$ cat config.mk
export PLATFORM = sky130hd
export DESIGN_NAME = ecc_err_log
export DESIGN_NICKNAME = d
export VERILOG_FILES = /design/src/rtl/ecc_log_pkg.sv /design/src/rtl/ecc_log_flags.sv /design/src/rtl/ecc_log_capture.sv /design/src/rtl/ecc_err_log.sv
export SDC_FILE = /design/constraint.sdc
export NUM_CORES = 1
export LEC_CHECK = 0
export BUFFER_PORTS_ARGS = -buffer_cell sky130_fd_sc_hd__buf_4
export CAP_MARGIN = 10
export CORE_UTILIZATION = 35
export CTS_CLUSTER_SIZE = 8
export DETAILED_ROUTE_END_ITERATION = 8
export PLACE_DENSITY = 0.7
export SYNTH_ARGS = -nofsm -noshare
export SYNTH_HDL_FRONTEND = slang
export SYNTH_SLANG_ARGS = --single-unit
$ cat constraint.sdc
create_clock -name clk -period 1.8 [get_ports clk]
set_clock_uncertainty 0.2 [all_clocks]
set_input_delay 0.09 -clock clk [delete_from_list [all_inputs] [get_ports clk]]
set_output_delay 0.09 -clock clk [all_outputs]
set_load 0.02 [all_outputs]
$ cat src/rtl/ecc_log_pkg.sv
package ecc_log_pkg;
  // register selects
  localparam logic [2:0] SEL_STS  = 3'd0;
  localparam logic [2:0] SEL_ADDR = 3'd1;
  localparam logic [2:0] SEL_SYN  = 3'd2;
  localparam logic [2:0] SEL_CHAN = 3'd3;
  localparam logic [2:0] SEL_CMD  = 3'd4;

  // severity index: 0 correctable, 1 uncorrectable
  localparam int NSEV = 2;
  localparam int SEV_CE = 0;
  localparam int SEV_UE = 1;

  // bit positions in status and command words
  localparam int STS_CE_BIT = 0;
  localparam int STS_UE_BIT = 7;
  localparam int CMD_CE_BIT = 7;
  localparam int CMD_UE_BIT = 8;
endpackage

$ cat src/rtl/ecc_log_flags.sv
module ecc_log_flags
  import ecc_log_pkg::*;
#(
  parameter int REG_W = 32
) (
  input  logic             clk,
  input  logic             rst_n,
  input  logic [NSEV-1:0]  evt,
  input  logic             wr,
  input  logic [2:0]       sel,
  input  logic [REG_W-1:0] wdata,
  output logic [NSEV-1:0]  flag,
  output logic [NSEV-1:0]  held,
  output logic [NSEV-1:0]  fresh,
  output logic [NSEV-1:0]  en,
  output logic             serr
);
  logic [NSEV-1:0] flag_q, flag_d, en_q, en_d, clr;
  logic            serr_q, serr_d;

  for (genvar k = 0; k < NSEV; k++) begin : g_sev
    localparam int SP = (k == SEV_UE) ? STS_UE_BIT : STS_CE_BIT;
    localparam int CP = (k == SEV_UE) ? CMD_UE_BIT : CMD_CE_BIT;
    assign clr[k]    = wr && (sel == SEL_STS) && wdata[SP];
    assign held[k]   = flag_q[k] & ~clr[k];
    assign fresh[k]  = evt[k] & ~held[k];
    assign flag_d[k] = held[k] | evt[k];
    assign en_d[k]   = (wr && (sel == SEL_CMD)) ? wdata[CP] : en_q[k];
  end

  always_comb begin
    serr_d = |(fresh & en_q);
  end

  always_ff @(posedge clk or negedge rst_n) begin
    if (!rst_n) begin
      flag_q <= '0;
      en_q   <= '0;
      serr_q <= 1'b0;
    end else begin
      flag_q <= flag_d;
      en_q   <= en_d;
      serr_q <= serr_d;
    end
  end

  assign flag = flag_q;
  assign en   = en_q;
  assign serr = serr_q;

  a_r2_ce_sets: assert property (@(posedge clk) disable iff (!rst_n)
    evt[SEV_CE] |=> flag[SEV_CE]);
  a_r2_ue_sets: assert property (@(posedge clk) disable iff (!rst_n)
    evt[SEV_UE] |=> flag[SEV_UE]);
  a_r3_ce_clears: assert property (@(posedge clk) disable iff (!rst_n)
    (wr && sel == SEL_STS && wdata[STS_CE_BIT] && !evt[SEV_CE]) |=> !flag[SEV_CE]);
  a_r11_pulse_cause: assert property (@(posedge clk) disable iff (!rst_n)
    serr |-> (($past(evt[SEV_CE]) && $past(en[SEV_CE]) && flag[SEV_CE]) ||
              ($past(evt[SEV_UE]) && $past(en[SEV_UE]) && flag[SEV_UE])));
endmodule

$ cat src/rtl/ecc_log_capture.sv
module ecc_log_capture #(
  parameter int ADDR_W = 32,
  parameter int GRAIN  = 12,
  parameter int SYN_W  = 8,
  localparam int BLK_W = ADDR_W - GRAIN
) (
  input  logic              clk,
  input  logic              rst_n,
  input  logic              load,
  input  logic              pick_ue,
  input  logic [ADDR_W-1:0] ce_addr,
  input  logic [SYN_W-1:0]  ce_syn,
  input  logic              ce_chan,
  input  logic [ADDR_W-1:0] ue_addr,
  input  logic [SYN_W-1:0]  ue_syn,
  input  logic              ue_chan,
  output logic [BLK_W-1:0]  blk,
  output logic [SYN_W-1:0]  syn,
  output logic              chan
);
  logic [BLK_W-1:0] blk_q, blk_d;
  logic [SYN_W-1:0] syn_q, syn_d;
  logic             chan_q, chan_d;

  always_comb begin
    blk_d  = blk_q;
    syn_d  = syn_q;
    chan_d = chan_q;
    if (load) begin
      if (pick_ue) begin
        blk_d  = ue_addr[ADDR_W-1:GRAIN];
        syn_d  = ue_syn;
        chan_d = ue_chan;
      end else begin
        blk_d  = ce_addr[ADDR_W-1:GRAIN];
        syn_d  = ce_syn;
        chan_d = ce_chan;
      end
    end
  end

  always_ff @(posedge clk or negedge rst_n) begin
    if (!rst_n) begin
      blk_q  <= '0;
      syn_q  <= '0;
      chan_q <= 1'b0;
    end else if (load) begin
      blk_q  <= blk_d;
      syn_q  <= syn_d;
      chan_q <= chan_d;
    end
  end

  assign blk  = blk_q;
  assign syn  = syn_q;
  assign chan = chan_q;

  a_r7_hold: assert property (@(posedge clk) disable iff (!rst_n)
    !load |=> ($stable(blk) && $stable(syn) && $stable(chan)));
  a_r8_ue_taken: assert property (@(posedge clk) disable iff (!rst_n)
    (load && pick_ue) |=> (blk == $past(ue_addr[ADDR_W-1:GRAIN]) && syn == $past(ue_syn)));
endmodule

$ cat src/rtl/ecc_err_log.sv
module ecc_err_log
  import ecc_log_pkg::*;
#(
  parameter int ADDR_W = 32,
  parameter int GRAIN  = 12,
  parameter int SYN_W  = 8,
  parameter int REG_W  = 32
) (
  input  logic              clk,
  input  logic              rst_n,
  input  logic              ce_evt,
  input  logic [ADDR_W-1:0] ce_addr,
  input  logic [SYN_W-1:0]  ce_syn,
  input  logic              ce_chan,
  input  logic              ue_evt,
  input  logic [ADDR_W-1:0] ue_addr,
  input  logic [SYN_W-1:0]  ue_syn,
  input  logic              ue_chan,
  input  logic              reg_wr,
  input  logic [2:0]        reg_sel,
  input  logic [REG_W-1:0]  reg_wdata,
  output logic [REG_W-1:0]  reg_rdata,
  output logic              serr_pulse
);
  localparam int BLK_W = ADDR_W - GRAIN;

  logic [NSEV-1:0]  flag, held, fresh, en;
  logic             load, pick_ue;
  logic [BLK_W-1:0] blk;
  logic [SYN_W-1:0] syn;
  logic             chan;

  ecc_log_flags #(.REG_W(REG_W)) u_flags (
    .clk   (clk),
    .rst_n (rst_n),
    .evt   ({ue_evt, ce_evt}),
    .wr    (reg_wr),
    .sel   (reg_sel),
    .wdata (reg_wdata),
    .flag  (flag),
    .held  (held),
    .fresh (fresh),
    .en    (en),
    .serr  (serr_pulse)
  );

  // severity ordering: a new uncorrectable wins; a correctable loads only
  // when nothing is held and no uncorrectable arrives alongside it
  always_comb begin
    pick_ue = fresh[SEV_UE];
    load    = fresh[SEV_UE] |
              (fresh[SEV_CE] & ~ue_evt & ~held[SEV_UE]);
  end

  ecc_log_capture #(.ADDR_W(ADDR_W), .GRAIN(GRAIN), .SYN_W(SYN_W)) u_cap (
    .clk     (clk),
    .rst_n   (rst_n),
    .load    (load),
    .pick_ue (pick_ue),
    .ce_addr (ce_addr),
    .ce_syn  (ce_syn),
    .ce_chan (ce_chan),
    .ue_addr (ue_addr),
    .ue_syn  (ue_syn),
    .ue_chan (ue_chan),
    .blk     (blk),
    .syn     (syn),
    .chan    (chan)
  );

  always_comb begin
    reg_rdata = '0;
    case (reg_sel)
      SEL_STS: begin
        reg_rdata[STS_CE_BIT] = flag[SEV_CE];
        reg_rdata[STS_UE_BIT] = flag[SEV_UE];
      end
      SEL_ADDR: reg_rdata = REG_W'({blk, {GRAIN{1'b0}}});
      SEL_SYN:  reg_rdata = REG_W'(syn);
      SEL_CHAN: reg_rdata = REG_W'(chan);
      SEL_CMD: begin
        reg_rdata[CMD_CE_BIT] = en[SEV_CE];
        reg_rdata[CMD_UE_BIT] = en[SEV_UE];
      end
      default: reg_rdata = '0;
    endcase
  end

  a_r9_both_flags: assert property (@(posedge clk) disable iff (!rst_n)
    (ce_evt && ue_evt) |=> (flag[SEV_CE] && flag[SEV_UE]));
  a_r7_ce_blocked: assert property (@(posedge clk) disable iff (!rst_n)
    (ce_evt && !ue_evt && held[SEV_UE]) |-> !load);
endmodule

* Word level (Yosys, flattened, before mapping)
Index checks and enable logic that the tools add are counted.
** Word-level totals
- Bits in registers :: 34
- Output and inout port bits :: 33
- Word-level logic and storage cells :: 39
** Operators by class
- Equality and inequality tests :: 4
- Multiplexer cells :: 8
- Bitwise operators :: 15
- Reductions and logical operators :: 6
** Operator list (count)
- 2-to-1 mux 23 bit :: 1
- 2-to-1 mux 20 bit :: 1
- 2-to-1 mux 8 bit :: 1
- AND 1 bit :: 6
- == test 3 x 2 -> 1 bit, second input constant :: 2
- 2-to-1 mux 6 bit :: 1
- case mux 1 bit (3 select lines) :: 2
- NOT 1 bit :: 5
- logical AND 1 bit :: 4
- == test 3 x 1 -> 1 bit, second input constant :: 1
- == test 3 bit, second input constant :: 1
- zero test 3 bit :: 1
- OR 1 bit :: 3
- AND 2 bit :: 1
- 2-to-1 mux 1 bit :: 2
- OR reduction 2 bit :: 1

* Longest topological paths before layout
- Word-level depth :: 10
- Mapped depth :: 7
- Gate-level depth less buffers :: 4

* Modules after synthesis
From an unflattened synthesis, not the netlist that was laid out.
** Unflattened totals
- Cells, all modules :: 190
- Area total of the unflattened synthesis :: 1884.3 um^2
** Modules (own cells, without submodules)
- ecc_log_capture :: times used 1, cells an instance 125, area an instance 1335.0 um^2
- ecc_err_log :: times used 1, cells an instance 46, area an instance 304.0 um^2
- ecc_log_flags :: times used 1, cells an instance 19, area an instance 245.2 um^2

* Worst setup path before layout
No wires, ideal clock.
- Kind :: input to register
- Start :: input reg_sel[2]
- End :: register u_cap.blk_q[15] (netlist: u_cap.blk[15])
- Setup time :: 125 ps
- Arrival :: 1596 ps
- Slack :: -121 ps
- Stages on the path :: 7
- Path buffers :: 3
- Cells stage by stage :: buf_6 or4b_4 o21ai_2 o21a_4 buf_12 buf_12 mux2_4
** On the way
- Cells in the longest elaborated chain, start to end :: 10
- Elaborated cells on any way between the ends :: 16
- Those cells by class :: 1 x mux; 11 x bitwise; 4 x reduce/logical
** Ends and longest elaborated chain
- start, declared :: RTL line ecc_err_log.sv:20 : input logic [2:0] reg_sel,
- zero test 3 bit * :: RTL line ecc_log_flags.sv:24 : assign clr[k] = wr && (sel == SEL_STS) && wdata[SP];
- logical AND 1 bit * :: RTL line ecc_log_flags.sv:24
- logical AND 1 bit :: RTL line ecc_log_flags.sv:24
- NOT 1 bit :: RTL line ecc_log_flags.sv:25 : assign held[k] = flag_q[k] & ~clr[k];
- AND 1 bit :: RTL line ecc_log_flags.sv:25
- NOT 1 bit :: RTL line ecc_log_flags.sv:26 : assign fresh[k] = evt[k] & ~held[k];
- AND 1 bit :: RTL line ecc_log_flags.sv:26
- AND 1 bit (2 in series) :: RTL line ecc_err_log.sv:52 : (fresh[SEV_CE] & ~ue_evt & ~held[SEV_UE]);
- OR 1 bit :: RTL line ecc_err_log.sv:51 : load = fresh[SEV_UE] |
- end signal, assigned :: RTL line ecc_log_capture.sv:48 : blk_q <= blk_d;
- end, declared :: RTL line ecc_log_capture.sv:21 : logic [BLK_W-1:0] blk_q, blk_d;
Mark *: on every way between the ends. The rest lies on a longest branch, timed or not.
A chain may end at the register's enable or synchronous reset.

* Final worst setup path
- Start :: input ce_evt
- End :: register u_cap.blk_q[2] (netlist: u_cap.blk[2])
** On the way
- Cells in the longest elaborated chain, start to end :: 4
** Ends and longest elaborated chain
- start, declared :: RTL line ecc_err_log.sv:11 : input logic ce_evt,
- AND 1 bit :: RTL line ecc_log_flags.sv:26
- AND 1 bit (2 in series) :: RTL line ecc_err_log.sv:52
- OR 1 bit :: RTL line ecc_err_log.sv:51
No other way between the ends.

==> flow_metrics.tcl <==
set metrics [dict create \
    power_leakage_nw 1.66 \
    internal_power_mw 1.77 \
    slowest_stage "dlygate4sd3_1" \
    drive_gt1_frac 0.554 \
    die_area_sq_um 6030 \
    ys_warn_count 0 \
    crit_required_ns 1.75 \
    maxCapViolations 0 \
    numCtsBuffers 5 \
    fin_tns_setup_ns 0 \
    min_period_ns 1.67 \
    synth_top_area_cell "dfrtp_1" \
    cts_max_path_buffers 2 \
    p_comb_frac 0.327 \
    grt_pass1_vias 2088 \
    hold_violations 0 \
    crit_family "buffers and inverters" \
    max_freq_ghz 0.599 \
    crit_path_start_kind "input port" \
    drtPass1Iterations 4 \
    yosysTopAreaCellShare 0.424 \
    syn_to_final_growth_pct 76.2 \
    synth.distinct_cells 25 \
    endpoint_kind "register" \
    grt_overflow 0 \
    status "finished clean" \
    synthCells 159 \
    synthFlopType "dfrtp_1" \
    cp.buffers_inverters 4 \
    setup_viol 0 \
    cts_tree "built" \
    cpPeakStageDelay_ns 0.53 \
    irDropWorstVdd_mv 0.424 \
    wire_per_inst_um 14.1 \
    antenna_found_initial 0 \
    worstPathCellList "dlygate4sd3_1 -> buf_4 -> inv_1 -> o22ai_2 -> o21a_4 -> buf_12 -> mux2_2" \
    drv_slew 0 \
    die_h_um 77.7 \
    final_nets 447 \
    cts_max_level 2 \
    power.total_mw 2.39 \
    dpl.hpwl_um 3330 \
    p_sw_mw 0.622 \
    ctsResizeCount 0 \
    clkPwrFrac 0.216 \
    place_congestion 0.803 \
    drcViolationCount 0 \
    dp_slack_ns -0.145 \
    die_w_um 77.7 \
    p_per_area_nw_per_um2 678 \
    grt_pass1_wl_um 9380 \
    final.period_utilization 0.927 \
    via_count 1859 \
    clock_latency_ns 0.28 \
    diodes 0 \
    wl_met3_um 279 \
    synth_seq_area_share 0.424 \
    synth-async-reset-ratio 1.00 \
    syn_area_sq_um 2000 \
    start_util 0.364 \
    top_layer "met4" \
    hold_ws_ns 0.0101 \
    clock_sinks 34 \
    drtIter0Drc 47 \
    ys_top_cells_by_area "dfrtp_1 42%, mux2_2 28%, and2_1 8.1%" \
    p_seq_frac 0.457 \
    grt_max_degree 35 \
    arrival_ns 1.62 \
    core_sq_um 5510 \
    ys_ff_latch 34 \
    drt-met1-wl_um 2040 \
    via_per_inst 4.68 \
    drtAntennaViolNets 0 \
    grt_usage 0.201 \
    io_pins 155 \
    synth_edf_count 0 \
    syn_area_per_cell_sq_um 12.6 \
    port_buffers 98 \
    path_class "in2reg" \
    placementRows 27 \
    cts_root_buf "clkbuf_8" \
    met2WireLength_um 3150 \
    drt_wl_total_um 5610 \
    worst_slack_ns 0.131 \
    clk_pin_slew_worst_paths_ns 0.07 \
    min_path_type "in2reg" \
    rsz0062_at_grt "no" \
    crit_fanout 12 \
    switching_share 0.260 \
]
## per-stage QoR
step / instance area [sq um] / util / instances
2_1_floorplan: 2020 / - / 161
3_3_place_gp: 2840 / 0.516 / 329
3_5_place_dp: 2840 / 0.516 / 329
4_1_cts: 3530 / 0.641 / 397
5_1_grt: 3530 / 0.641 / 397
6_report: 3530 / 0.641 / 397
## cell type report
class	instances	area, sq um
Fill cell	442	1970
Tap cell	72	90.1
Sequential cell	34	851
Inverter	3	11.3
Clock buffer	5	68.8
Clock inverter	2	10.0
Multi-Input combinational cell	112	1050
Timing Repair Buffer	169	1450
## cell usage after synthesis, types with 2 or more instances
master / number
buf_12: 2
mux2i_1: 2
dfrtp_1: 34
clkbuf_1: 5
mux2_2: 50
nor2_1: 5
inv_1: 3
mux2_4: 10
nand2_1: 3
and2_1: 26
buf_4: 4
and3_1: 2
## state kept, by name (all words and copies together), names as in the netlist
signal	count
u_flags.flag	2
u_flags.serr	1
u_flags.en	2
u_cap.blk	20
u_cap.chan	1
u_cap.syn	8
## logic make-up (layout without fill, tap and decap cells)
logic type      after synthesis  after routing  share of synthesized area
compound gates                7              7                     0.0331
buf+inv                      15            179                     0.0556
mux                          62             62                      0.366
simple gates                 40             40                      0.119
flops                        34             34                      0.424
other cells                   1              3                    0.00187
## metal layers
layer,GRT usage,up-vias
met4,0.0981,0
li1,-,878
met3,0.0412,15
met1,0.210,897
met2,0.380,69
met5,0,-
## power groups by stage
stage	combinational [mW]	clock, mW	sequential [mW]
detailed placement	0.678	0	1.11
finish	0.784	0.517	1.09
global route	0.845	0.570	1.12
global placement	0.660	0	1.10
CTS	0.784	0.542	1.10
floorplan	0.442	0	1.07
## final timing paths
check / start / to / slack [ns] / depth (start not counted)
setup / recovery: ce_evt / u_cap.blk[2] / 0.13 / 7
hold / removal: ue_syn[0] / u_cap.syn[0] / 0.01 / 3
setup reg to reg: u_flags.flag[0] / u_cap.blk[2] / 0.19 / 4
hold reg to reg: u_cap.blk[1] / u_cap.blk[1] / 0.30 / 1
max in group asynchronous: rst_n / u_cap.syn[3] / 0.96 / 2
min in group asynchronous: rst_n / u_cap.blk[11] / 0.11 / 2
## worst reg2reg max path, stage by stage, from the launching register on
cell and delay [ns]:
dfrtp_1 0.41, o22ai_2 0.21, o21a_4 0.19, buf_12 0.15, mux2_2 0.34
## layout by cell type, fill, tap and decap left out, drive strengths merged, types with 2 or more instances in the layout
cell type      n
buf          108
dlygate4sd3   61
mux2          60
dfrtp         34
and2          26
nor2           5
clkbuf         5
inv            3
nand2          3
conb           3
mux2i          2
and3           2
clkinv         2
## repair_timing
action / CTS / global route
setup endpoints to repair: 0 / 0
buffers inserted: 0 / 0
endpoints found under the hold margin: 65 / 0
hold buffers: 61 / 0
No activity file was read; power rests on OpenSTA's default activity.
